## src/rtl/idle_pkg.sv

```systemverilog
package idle_pkg;
  typedef enum logic [1:0] {
    CMD_ACT     = 2'd0,
    CMD_ACCESS  = 2'd1,
    CMD_PRE     = 2'd2,
    CMD_PRE_ALL = 2'd3
  } cmd_e;
endpackage

```

## src/rtl/idle_bank_slot.sv

```systemverilog
module idle_bank_slot
  import idle_pkg::*;
#(
  parameter int TIME_W = 8
) (
  input  logic              clk_i,
  input  logic              rst_ni,
  input  logic              enable_i,
  input  logic              tick_i,
  input  logic [TIME_W-1:0] fp_time_i,
  input  logic              hit_chip_i,
  input  logic              hit_bank_i,
  input  cmd_e              cmd_type_i,
  input  logic              grant_i,
  output logic              pending_o
);
  logic              open_q, armed_q, pend_q;
  logic [TIME_W-1:0] cnt_q;
  logic              do_close, do_act, do_access;

  assign do_close  = (hit_chip_i && cmd_type_i == CMD_PRE_ALL) ||
                     (hit_bank_i && cmd_type_i == CMD_PRE);
  assign do_act    = hit_bank_i && cmd_type_i == CMD_ACT;
  assign do_access = hit_bank_i && cmd_type_i == CMD_ACCESS && open_q;

  always_ff @(posedge clk_i or negedge rst_ni) begin
    if (!rst_ni) begin
      open_q  <= 1'b0;
      armed_q <= 1'b0;
      pend_q  <= 1'b0;
      cnt_q   <= '0;
    end else if (do_close) begin
      open_q  <= 1'b0;
      armed_q <= 1'b0;
      pend_q  <= 1'b0;
    end else if (do_act) begin
      open_q  <= 1'b1;
      armed_q <= 1'b0;
      pend_q  <= 1'b0;
    end else if (do_access) begin
      cnt_q <= fp_time_i;
      if (enable_i && fp_time_i == '0) begin
        // zero timeout: close right after the access
        pend_q  <= 1'b1;
        armed_q <= 1'b0;
      end else begin
        pend_q  <= 1'b0;
        armed_q <= 1'b1;
      end
    end else begin
      if (!enable_i || grant_i) pend_q <= 1'b0;
      if (enable_i && armed_q && tick_i) begin
        if (cnt_q <= TIME_W'(1)) begin
          pend_q  <= 1'b1;
          armed_q <= 1'b0;
        end else begin
          cnt_q <= cnt_q - TIME_W'(1);
        end
      end
    end
  end

  assign pending_o = pend_q;
endmodule

```

## src/rtl/idle_req_pick.sv

```systemverilog
module idle_req_pick #(
  parameter int NUM_CHIPS = 2,
  parameter int NUM_BANKS = 8,
  parameter int CHIP_W    = 1,
  parameter int BANK_W    = 3
) (
  input  logic [NUM_CHIPS*NUM_BANKS-1:0] pending_i,
  output logic                           valid_o,
  output logic [CHIP_W-1:0]              chip_o,
  output logic [BANK_W-1:0]              bank_o
);
  always_comb begin
    valid_o = |pending_i;
    chip_o  = '0;
    bank_o  = '0;
    // scan from the top so the lowest index is written last
    for (int c = NUM_CHIPS - 1; c >= 0; c--) begin
      for (int b = NUM_BANKS - 1; b >= 0; b--) begin
        if (pending_i[c*NUM_BANKS+b]) begin
          chip_o = CHIP_W'(c);
          bank_o = BANK_W'(b);
        end
      end
    end
  end
endmodule

```

## src/rtl/idle_cfg_check.sv

```systemverilog
module idle_cfg_check #(
  parameter int TIME_W  = 8,
  parameter int PD_W    = 12,
  parameter int RATIO_W = 3
) (
  input  logic               enable_i,
  input  logic [TIME_W-1:0]  fp_time_i,
  input  logic [RATIO_W-1:0] clk_ratio_i,
  input  logic [PD_W-1:0]    pd_period_i,
  output logic               cfg_err_o
);
  localparam int PW = TIME_W + RATIO_W + 1;
  localparam int CW = (PW > PD_W) ? PW : PD_W;

  logic [PW-1:0] scaled;
  assign scaled    = PW'(fp_time_i) * PW'(clk_ratio_i) + PW'(3);
  assign cfg_err_o = enable_i && (CW'(scaled) >= CW'(pd_period_i));
endmodule

```

## src/rtl/idle_bank_closer.sv

```systemverilog
module idle_bank_closer
  import idle_pkg::*;
#(
  parameter int NUM_CHIPS = 2,
  parameter int NUM_BANKS = 8,
  parameter int TIME_W    = 8,
  parameter int PD_W      = 12,
  parameter int RATIO_W   = 3,
  localparam int CHIP_W   = (NUM_CHIPS > 1) ? $clog2(NUM_CHIPS) : 1,
  localparam int BANK_W   = (NUM_BANKS > 1) ? $clog2(NUM_BANKS) : 1
) (
  input  logic               clk_i,
  input  logic               rst_ni,
  input  logic               enable_i,
  input  logic [TIME_W-1:0]  fp_time_i,
  input  logic [PD_W-1:0]    pd_period_i,
  input  logic [RATIO_W-1:0] clk_ratio_i,
  input  logic               tick_i,
  input  logic               cmd_valid_i,
  input  logic [1:0]         cmd_type_i,
  input  logic [CHIP_W-1:0]  cmd_chip_i,
  input  logic [BANK_W-1:0]  cmd_bank_i,
  output logic               req_valid_o,
  output logic [CHIP_W-1:0]  req_chip_o,
  output logic [BANK_W-1:0]  req_bank_o,
  input  logic               req_ready_i,
  output logic               cfg_err_o
);
  localparam int NUM_SLOTS = NUM_CHIPS * NUM_BANKS;

  cmd_e                 cmd_type;
  logic [NUM_SLOTS-1:0] pending;
  logic                 accept;

  assign cmd_type = cmd_e'(cmd_type_i);
  assign accept   = req_valid_o && req_ready_i;

  for (genvar c = 0; c < NUM_CHIPS; c++) begin : g_chip
    logic hit_chip;
    assign hit_chip = cmd_valid_i && (cmd_chip_i == CHIP_W'(c));
    for (genvar b = 0; b < NUM_BANKS; b++) begin : g_bank
      logic hit_bank, grant;
      assign hit_bank = hit_chip && (cmd_bank_i == BANK_W'(b));
      assign grant    = accept && req_chip_o == CHIP_W'(c) && req_bank_o == BANK_W'(b);
      idle_bank_slot #(.TIME_W(TIME_W)) u_slot (
        .clk_i      (clk_i),
        .rst_ni     (rst_ni),
        .enable_i   (enable_i),
        .tick_i     (tick_i),
        .fp_time_i  (fp_time_i),
        .hit_chip_i (hit_chip),
        .hit_bank_i (hit_bank),
        .cmd_type_i (cmd_type),
        .grant_i    (grant),
        .pending_o  (pending[c*NUM_BANKS+b])
      );
    end
  end

  idle_req_pick #(
    .NUM_CHIPS(NUM_CHIPS), .NUM_BANKS(NUM_BANKS), .CHIP_W(CHIP_W), .BANK_W(BANK_W)
  ) u_pick (
    .pending_i (pending),
    .valid_o   (req_valid_o),
    .chip_o    (req_chip_o),
    .bank_o    (req_bank_o)
  );

  idle_cfg_check #(.TIME_W(TIME_W), .PD_W(PD_W), .RATIO_W(RATIO_W)) u_cfg (
    .enable_i    (enable_i),
    .fp_time_i   (fp_time_i),
    .clk_ratio_i (clk_ratio_i),
    .pd_period_i (pd_period_i),
    .cfg_err_o   (cfg_err_o)
  );
endmodule

```

## config.mk

```make
export PLATFORM = sky130hd
export DESIGN_NAME = idle_bank_closer
export DESIGN_NICKNAME = d
export VERILOG_FILES = /design/src/rtl/idle_pkg.sv /design/src/rtl/idle_bank_slot.sv /design/src/rtl/idle_req_pick.sv /design/src/rtl/idle_cfg_check.sv /design/src/rtl/idle_bank_closer.sv
export SDC_FILE = /design/constraint.sdc
export NUM_CORES = 1
export LEC_CHECK = 0
export ABC_AREA = 1
export BUFFER_PORTS_ARGS = -buffer_cell sky130_fd_sc_hd__buf_2
export CAP_MARGIN = 40
export CORE_ASPECT_RATIO = 1.25
export CORE_MARGIN = 2
export CORE_UTILIZATION = 25
export DETAILED_ROUTE_END_ITERATION = 12
export PLACE_DENSITY_LB_ADDON = 0.3
export SLEW_MARGIN = 10
export SYNTH_ARGS = -nofsm -noshare
export SYNTH_HDL_FRONTEND = slang
export SYNTH_SLANG_ARGS = --single-unit
export TNS_END_PERCENT = 30
```

## constraint.sdc

```tcl
create_clock -name clk_i -period 12.8 [get_ports clk_i]
set_input_delay 2.56 -clock clk_i [delete_from_list [all_inputs] [get_ports clk_i]]
set_output_delay 2.56 -clock clk_i [all_outputs]
set_load 0.1 [all_outputs]
```

==> impl_metrics.toml, run 1 <==
[setup_path]
critPathKind = "primary input to primary output"
cp_max_fo = 20
rrSetupSlack_ns = 10.41
r2r-end = "g_chip[1].g_bank[1].u_slot.cnt_q[3]$_DFFE_PN0P_"
worstPathArrival_ns = 6.69
worst_path_max_delay_cell = "fa_1"
start_kind = "primary input"
max_stage_delay_ns = 0.58
endpoint_kind = "primary output"
path_cells = "buf_2, nand2_1, fa_1, inv_1, ha_1, ha_1, a21o_1, a21oi_1, o21ai_0, a21oi_1, o21ai_0, xnor2_1, inv_1, ha_1, o211ai_1, a21oi_1, o21ai_0, inv_1, buf_2"
worstReg2RegStart = "g_chip[1].g_bank[1].u_slot.cnt_q[0]$_DFFE_PN0P_"
worstPathRequired_ns = 10.24
r2r_cells = 8

[clocking]
clock-sinks = 176
cts-root-buf = "clkbuf_16"
post-cts-setup-buffers = 0
clk_pin_slew_worst_paths_ns = 0.06
cts_max_path_buffers = 2
postCtsHoldBufs = 0
clkLatencyLatePin_ns = 0.45
cts-buffers-inserted = 17
cts_tree = "yes"
cts_max_level = 4
cts_resized = 0

[cells_and_area]
final_layout_size_suffix_gt1_share_pct = 7.45
area_delta_synth_final_pct = 11.9
nets = 1891
stdcell_count = 2451
utilization_pct = 28.4

[pwr]
pwr_density_cell_nw_per_um2 = 131
peakVddDrop_mv = 0.0892
p_leak_nw = 6.68

[logic_synthesis]
synthFlopType = "dfrtp_1"
yosys.area.top_type = "dfrtp_1"
synth_area_leaders = "dfrtp_1, nand2_1, o21ai_0"
yosys_warnings = 0
synth_edf_count = 0
synth_nets = 1868
synth_top_area_share_pct = 35.1
ys_ff_latch = 176
synth_common_cells = "nand2_1, inv_1, o21ai_0"
postSynthCellCount = 1763
postSynthAreaPerCell_sq_um = 7.12
yosysUniqueCellTypes = 47
syn-cell-area_sq_um = 12500
yosysMostFrequentCell = "nand2_1"
yosysSeqAreaShare_pct = 35.1
synthArstFlopShare_pct = 100

[route]
vias_per_cell = 4.72
first_iter_violations = 746
wl_per_cell_um = 14.6
routed_wl_um = 35800
vias = 11600
drc = 0
drtAntennaViolNets = 0
first_pass_iters = 5

[floorplanning]
initial_core_util_pct = 25.4
die_w_um = 204
die_h_um = 254
row_count = 91
ios = 41
die-area_sq_um = 52000
core_sq_um = 49400

[min_path]
hold_path_class = "flip-flop to flip-flop"
hold-path-endpoint = "g_chip[0].g_bank[5].u_slot.cnt_q[7]$_DFFE_PN0P_"
whs_path_depth = 2
min-delay-start = "g_chip[0].g_bank[5].u_slot.cnt_q[7]$_DFFE_PN0P_"

[timing]
setup_viol = 0
drv_slew = 0
rsz0062_at_grt = "false"
holdWs_ns = 0.481
worst_pin_slew_ns = 0.792
relSlewSlack_pct = 46.9
post-route-period-util_pct = 72.3
max_freq_mhz = 108
fin_tns_setup_ns = 0
final.min_clock_period_ns = 9.25
final_hold_viol_count = 0
finalClockSkew_ns = 0.00963

[run_status]
status = "complete, no violations"

[global_route]
grt_pass1_wl_um = 58300
grt_usage_pct = 14.2
antenna_found_initial = 1
gr-total-overflow = 0
grt_max_degree = 59
first_global_vias = 11200

[place]
dp.cells = 2418
hpwl_um = 25600
portBuffers = 40
gp_congestion = 0.849

[job]
max_cap_violations = 0
## registers in the layout (all words and copies together), names as in the netlist
| signal | flops |
|---|---|
| g_chip.g_bank.u_slot.open_q | 16 |
| g_chip.g_bank.u_slot.cnt_q | 128 |
| g_chip.g_bank.u_slot.pending_o | 16 |
| g_chip.g_bank.u_slot.armed_q | 16 |
## worst max path at each step
stage	from	to	slack, ns	cells after the start
6_report	fp_time_i[1]	cfg_err_o	3.55	19
5_1_grt	fp_time_i[1]	cfg_err_o	3.22	19
4_1_cts	fp_time_i[1]	cfg_err_o	3.50	19
3_5_place_dp	fp_time_i[1]	cfg_err_o	3.51	22
3_3_place_gp	fp_time_i[1]	cfg_err_o	3.58	19
2_1_floorplan	fp_time_i[1]	cfg_err_o	3.75	19
## area by class of cell
cell class	instances	area, sq um
Clock buffer	23	478
Antenna cell	1	2.50
Sequential cell	176	4400
Fill cell	5423	35400
Multi-Input combinational cell	1243	6780
Inverter	297	1120
Timing Repair Buffer	51	319
Tap cell	651	815
Clock inverter	9	130
## cells by family after synthesis
group	count (synthesis)	share of synthesized area, %
AOI/OAI and AO/OA	440	19.4
xor gates and xnor gates	44	3.07
adders and majority gates	70	7.40
buffers and inverters	344	10.9
DFF	176	35.1
and+or+nand+nor	689	24.1
## layout by cell type, fill, tap and decap left out, types with 7 or more instances in the layout
cell type,count
nor4_1,9
o21ai_1,9
o211ai_1,26
nand4_1,22
inv_1,267
o22ai_1,12
xor2_1,29
buf_4,9
nor3_4,15
clkbuf_16,17
a21oi_1,105
o21ai_0,234
inv_2,24
o2111ai_1,7
buf_2,39
nor2_1,166
fa_1,7
ha_1,63
nand3_1,63
nand2_1,356
dfrtp_1,176
nor3_1,47
xnor2_1,15
a31oi_1,12
a22oi_1,10
## critical path: cells and delay by family
kind            cells  cell delay [ns]
fa+ha+maj           4             1.49
buf+inv             5             1.08
simple gates        1             0.19
xor+xnor            1             0.17
compound gates      8             1.17
## metal layers
metal  global-route usage (%)  wire length [um]
met5                        0                 0
met4                     5.47               764
met3                     1.80              1050
met2                     24.9             17800
met1                     17.7             16300
## per-stage QoR
stage | cell area (sq um) | total power [mW] | setup WS [ns]
floorplan | 12500 | 1.16 | 3.75
global placement | 13400 | 1.28 | 3.58
detailed placement | 13400 | 1.30 | 3.51
CTS | 14000 | 1.87 | 3.50
global route | 14000 | 1.99 | 3.22
finish | 14000 | 1.85 | 3.55
## power breakdown
group	switching, mW	internal [mW]	total, mW
logic	0.336	0.201	0.537
registers	0.0868	0.666	0.753
clock network	0.233	0.323	0.555
total	0.656	1.19	1.85
(Power assumes the default switching activity.)
==> run 2, diff against run 1 <==
Clock period 12.8 ns to 9.35 ns, I/O delays scaled along.
==> impl_metrics.toml, run 2 (synthesis results as in run 1) <==
[run_status]
status = "complete, no violations"

[floorplanning]
ios = 41
core_sq_um = 49400
die_h_um = 254
die_w_um = 204
row_count = 91
initial_core_util_pct = 25.4
die-area_sq_um = 52000

[place]
hpwl_um = 25600
gp_congestion = 0.858
dp.cells = 2419
portBuffers = 40

[cells_and_area]
fillCellCount = 5416
nets = 1892
stdcell_count = 2451
final_layout_size_suffix_gt1_share_pct = 7.56
utilization_pct = 28.4
layout_commonest_cell = "nand2_1"
area_delta_synth_final_pct = 11.8
largest_reg_flops = 128
final_cell_mix = "nand2_1, inv_1, o21ai_0"
largest-register = "g_chip.g_bank.u_slot.cnt_q"

[route]
drtAntennaViolNets = 0
met3_length_um = 1180
wl_met2_um = 17500
first_pass_iters = 7
routed_wl_um = 36000
first_iter_violations = 825
vias = 11500
vias_per_cell = 4.70
wl_per_cell_um = 14.7
drc = 0
top_layer = "met4"
wl_met1_um = 16500

[pwr]
sw_frac_of_total_pct = 35.7
internal_power_mw = 1.63
p_sw_mw = 0.906
peakVddDrop_mv = 0.0745
total_power_mw = 2.54
pwr-share-clk_pct = 30.6
combPwrFrac_pct = 28.9
pwr_density_cell_nw_per_um2 = 181
power_frac_seq_pct = 40.5
p_leak_nw = 6.67

[global_route]
grt_max_degree = 84
gr-total-overflow = 0
grt_usage_pct = 14.4
grt_pass1_wl_um = 59100
first_global_vias = 11300
antenna_found_initial = 2

[clocking]
clk_pin_slew_worst_paths_ns = 0.07
cts-root-buf = "clkbuf_16"
cts_resized = 0
clock-sinks = 176
post-cts-setup-buffers = 0
cts_max_path_buffers = 2
clkLatencyLatePin_ns = 0.46
postCtsHoldBufs = 0
cts_max_level = 4
cts-buffers-inserted = 17
cts_tree = "yes"

[setup_path]
r2r-end = "g_chip[1].g_bank[1].u_slot.cnt_q[3]$_DFFE_PN0P_"
crit_buf_inv = 5
crit_family = "adder cells"
max_stage_delay_ns = 0.46
worstReg2RegStart = "g_chip[1].g_bank[1].u_slot.cnt_q[0]$_DFFE_PN0P_"
r2r_cells = 8
critPathKind = "primary input to primary output"
rrSetupSlack_ns = 6.93
start_kind = "primary input"
worstPathRequired_ns = 7.48
path_cells = "buf_2, nand2_1, inv_1, fa_1, ha_1, fa_1, a21o_1, a21oi_1, o21ai_0, a21oi_1, o21ai_0, xnor2_1, inv_1, ha_1, o211ai_1, a21oi_1, o21ai_0, inv_1, buf_2"
worstPathArrival_ns = 5.77
endpoint_kind = "primary output"
cp.depth = 19
worst_path_max_delay_cell = "fa_1"
cp_max_fo = 12

[timing]
final_hold_viol_count = 0
post-route-period-util_pct = 81.7
worst_pin_slew_ns = 0.809
setup_viol = 0
relSlewSlack_pct = 46.0
final.min_clock_period_ns = 7.64
finalClockSkew_ns = 0.0129
max_freq_mhz = 131
drv_slew = 0
rsz0062_at_grt = "false"
holdWs_ns = 0.479
fin_tns_setup_ns = 0

[job]
max_cap_violations = 0

[min_path]
min-delay-start = "g_chip[1].g_bank[5].u_slot.cnt_q[5]$_DFFE_PN0P_"
hold_path_class = "flip-flop to flip-flop"
hold-path-endpoint = "g_chip[1].g_bank[5].u_slot.cnt_q[5]$_DFFE_PN0P_"
whs_path_depth = 2
[run 2: metrics by stage]
step / setup slack [ns] / instance area (sq um)
2_1_floorplan: 1.68 / 12500
3_3_place_gp: 1.75 / 13400
3_5_place_dp: 1.68 / 13400
4_1_cts: 1.67 / 14000
5_1_grt: 1.31 / 14000
6_report: 1.71 / 14000
[run 2: worst register-to-register path, stage by stage (launching register included)]
cell,delay [ns]
dfrtp_1,0.36
inv_1,0.11
ha_1,0.25
o2111ai_1,0.30
nand3_1,0.11
a21oi_1,0.65
inv_1,0.28
a21oi_1,0.18
o21ai_0,0.08
[run 2: cell type report]
class	count	area (sq um)	share of cell area, %
Timing Repair Buffer	52	299	2.13
Clock inverter	9	131	0.936
Multi-Input combinational cell	1243	6780	48.3
Antenna cell	1	2.50	0.0178
Sequential cell	176	4400	31.4
Clock buffer	22	484	3.45
Tap cell	651	815	5.81
Inverter	297	1120	7.96
[run 2: power by group through the flow]
| stage | clock network [mW] | registers, mW | logic [mW] |
|---|---|---|---|
| global route | 0.821 | 1.05 | 0.866 |
| global placement | 0 | 1.04 | 0.716 |
| CTS | 0.792 | 1.03 | 0.738 |
| finish | 0.777 | 1.03 | 0.733 |
| detailed placement | 0 | 1.04 | 0.735 |
| floorplan | 0 | 1.01 | 0.573 |
[run 2: how the worst max path moves through the flow]
stage                 startpoint        end  slack (ns)
finish              fp_time_i[2]  cfg_err_o        1.71
global placement    fp_time_i[2]  cfg_err_o        1.75
detailed placement  fp_time_i[2]  cfg_err_o        1.68
CTS                 fp_time_i[2]  cfg_err_o        1.67
global route        fp_time_i[2]  cfg_err_o        1.31
floorplan           fp_time_i[1]  cfg_err_o        1.68
[run 2: layer usage]
layer | up-vias | global-route usage, %
met2 | 198 | 24.8
met3 | 47 | 2.17
met5 | - | 0
li1 | 5819 | -
met1 | 5452 | 18.4
met4 | 0 | 4.68
==> run 3, diff against run 2 <==
Clock period 9.35 ns to 6.5 ns, I/O delays scaled along.
==> impl_metrics.toml, run 3 (synthesis results as in run 1) <==
[timing]
relSlewSlack_pct = 42.4
finalClockSkew_ns = 0.0131
rsz0062_at_grt = "false"
final.min_clock_period_ns = 6.17
setup_viol = 0
worst_pin_slew_ns = 0.858
final_hold_viol_count = 0
drv_slew = 0
max_freq_mhz = 162
post-route-period-util_pct = 94.9
fin_tns_setup_ns = 0

[clocking]
clk_pin_slew_worst_paths_ns = 0.07
post-cts-setup-buffers = 0
clock-sinks = 176
cts_tree = "yes"
cts-buffers-inserted = 17
postCtsHoldBufs = 0
cts-root-buf = "clkbuf_16"
cts_max_path_buffers = 2
cts_max_level = 4
clkLatencyLatePin_ns = 0.44

[floorplanning]
ios = 41
die-area_sq_um = 52000
core_sq_um = 49400
die_w_um = 204
die_h_um = 254
row_count = 91
initial_core_util_pct = 25.4

[setup_path]
max_stage_delay_ns = 0.47
path_cells = "buf_2, nand2_1, inv_1, fa_1, ha_1, fa_1, a21o_1, a21oi_1, o21ai_1, a21oi_1, o21ai_0, xnor2_1, inv_1, ha_1, a21oi_1, a21oi_1, o21ai_0, inv_2, buf_12"
rrSetupSlack_ns = 4.13
endpoint_kind = "primary output"
path_common_cell = "a21oi_1"
crit_family = "adder cells"
worstPathRequired_ns = 5.20
crit_buf_inv = 5
r2r_cells = 8
cp_max_fo = 4
start_kind = "primary input"
worstReg2RegStart = "g_chip[0].g_bank[1].u_slot.cnt_q[0]$_DFFE_PN0P_"
worstPathArrival_ns = 4.87
r2r-end = "g_chip[0].g_bank[1].u_slot.cnt_q[5]$_DFFE_PN0P_"
worst_path_max_delay_cell = "fa_1"
critPathKind = "primary input to primary output"

[route]
drtAntennaViolNets = 0
drc = 0
vias_per_cell = 4.72
first_iter_violations = 739
wl_per_cell_um = 14.5
routed_wl_um = 35500
first_pass_iters = 5
vias = 11600

[cells_and_area]
num_antenna_cells = 0
nets = 1894
largest_reg_flops = 128
largest-register = "g_chip.g_bank.u_slot.cnt_q"
final_layout_size_suffix_gt1_share_pct = 7.71
layout_commonest_cell = "nand2_1"
final_cell_mix = "nand2_1, inv_1, o21ai_0"
area_delta_synth_final_pct = 11.8
stdcell_count = 2453

[min_path]
whs_path_depth = 2
min-delay-start = "g_chip[1].g_bank[5].u_slot.cnt_q[5]$_DFFE_PN0P_"
hold_path_class = "flip-flop to flip-flop"
hold-path-endpoint = "g_chip[1].g_bank[5].u_slot.cnt_q[5]$_DFFE_PN0P_"

[pwr]
pwr-share-clk_pct = 28.9
p_leak_nw = 6.67
combPwrFrac_pct = 29.6
p_sw_mw = 1.29
peakVddDrop_mv = 0.184
sw_frac_of_total_pct = 36.1
power_frac_seq_pct = 41.4
internal_power_mw = 2.29
pwr_density_cell_nw_per_um2 = 255

[global_route]
grt_usage_pct = 14.1
antenna_found_initial = 3
grt_pass1_wl_um = 59100
grt_max_degree = 104
gr-total-overflow = 0
first_global_vias = 11400

[place]
hpwl_um = 25300
gp_congestion = 0.856
portBuffers = 40
dp.cells = 2421

[job]
max_cap_violations = 0

[run_status]
status = "complete, no violations"
run 3: worst min-delay path, cell delays in order (launching register included):
cell,delay [ns]
dfrtp_1,0.34
o21ai_1,0.06
nand2_1,0.05
run 3: metal layers:
| layer | track usage, % | part of all wire, % | up-vias |
|---|---|---|---|
| met5 | 0 | 0 | - |
| met4 | 3.71 | 1.6 | 0 |
| met3 | 1.96 | 4.0 | 35 |
| met2 | 23.9 | 47 | 234 |
| met1 | 18.9 | 47 | 5490 |
| li1 | - | - | 5826 |
run 3: what timing repair did:
| action | in CTS | in global routing |
|---|---|---|
| resized for setup | 0 | 1 |
| setup endpoints to repair | 0 | 1 |
| endpoints found under the hold margin | 0 | 0 |
run 3: stage by stage:
step	utilization, %	worst slack [ns]	hold WS [ns]	cell area (sq um)	power [mW]
2_1_floorplan	-	0.194	0.449	12500	2.28
3_3_place_gp	27.2	0.312	0.466	13400	2.53
3_5_place_dp	27.2	0.280	0.470	13400	2.56
4_1_cts	28.4	0.256	0.483	14000	3.62
5_1_grt	28.4	0.0283	0.529	14000	3.87
6_report	28.4	0.328	0.477	14000	3.58
run 3: power by group through the flow:
stage               Clock, mW  Sequential, mW  Combinational [mW]
finish                   1.04            1.48                1.06
floorplan                   0            1.46               0.825
detailed placement          0            1.50                1.06
global placement            0            1.50                1.03
CTS                      1.07            1.48                1.07
global route             1.11            1.51                1.25
run 3: cell type report:
cell class,count,area (sq um)
repair buffers,54,337
fillers,5378,35400
multi-input cells,1243,6780
inverters,297,1120
clock buffers,24,502
well taps,651,815
flip-flops and latches,176,4400
clock inverters,8,78.8
run 3: how the worst max path moves through the flow:
stage,start,endpoint,depth (start not counted)
2_1_floorplan,fp_time_i[1],cfg_err_o,19
3_3_place_gp,fp_time_i[1],cfg_err_o,19
3_5_place_dp,fp_time_i[1],cfg_err_o,19
4_1_cts,fp_time_i[1],cfg_err_o,19
5_1_grt,fp_time_i[1],cfg_err_o,19
6_report,fp_time_i[1],cfg_err_o,19
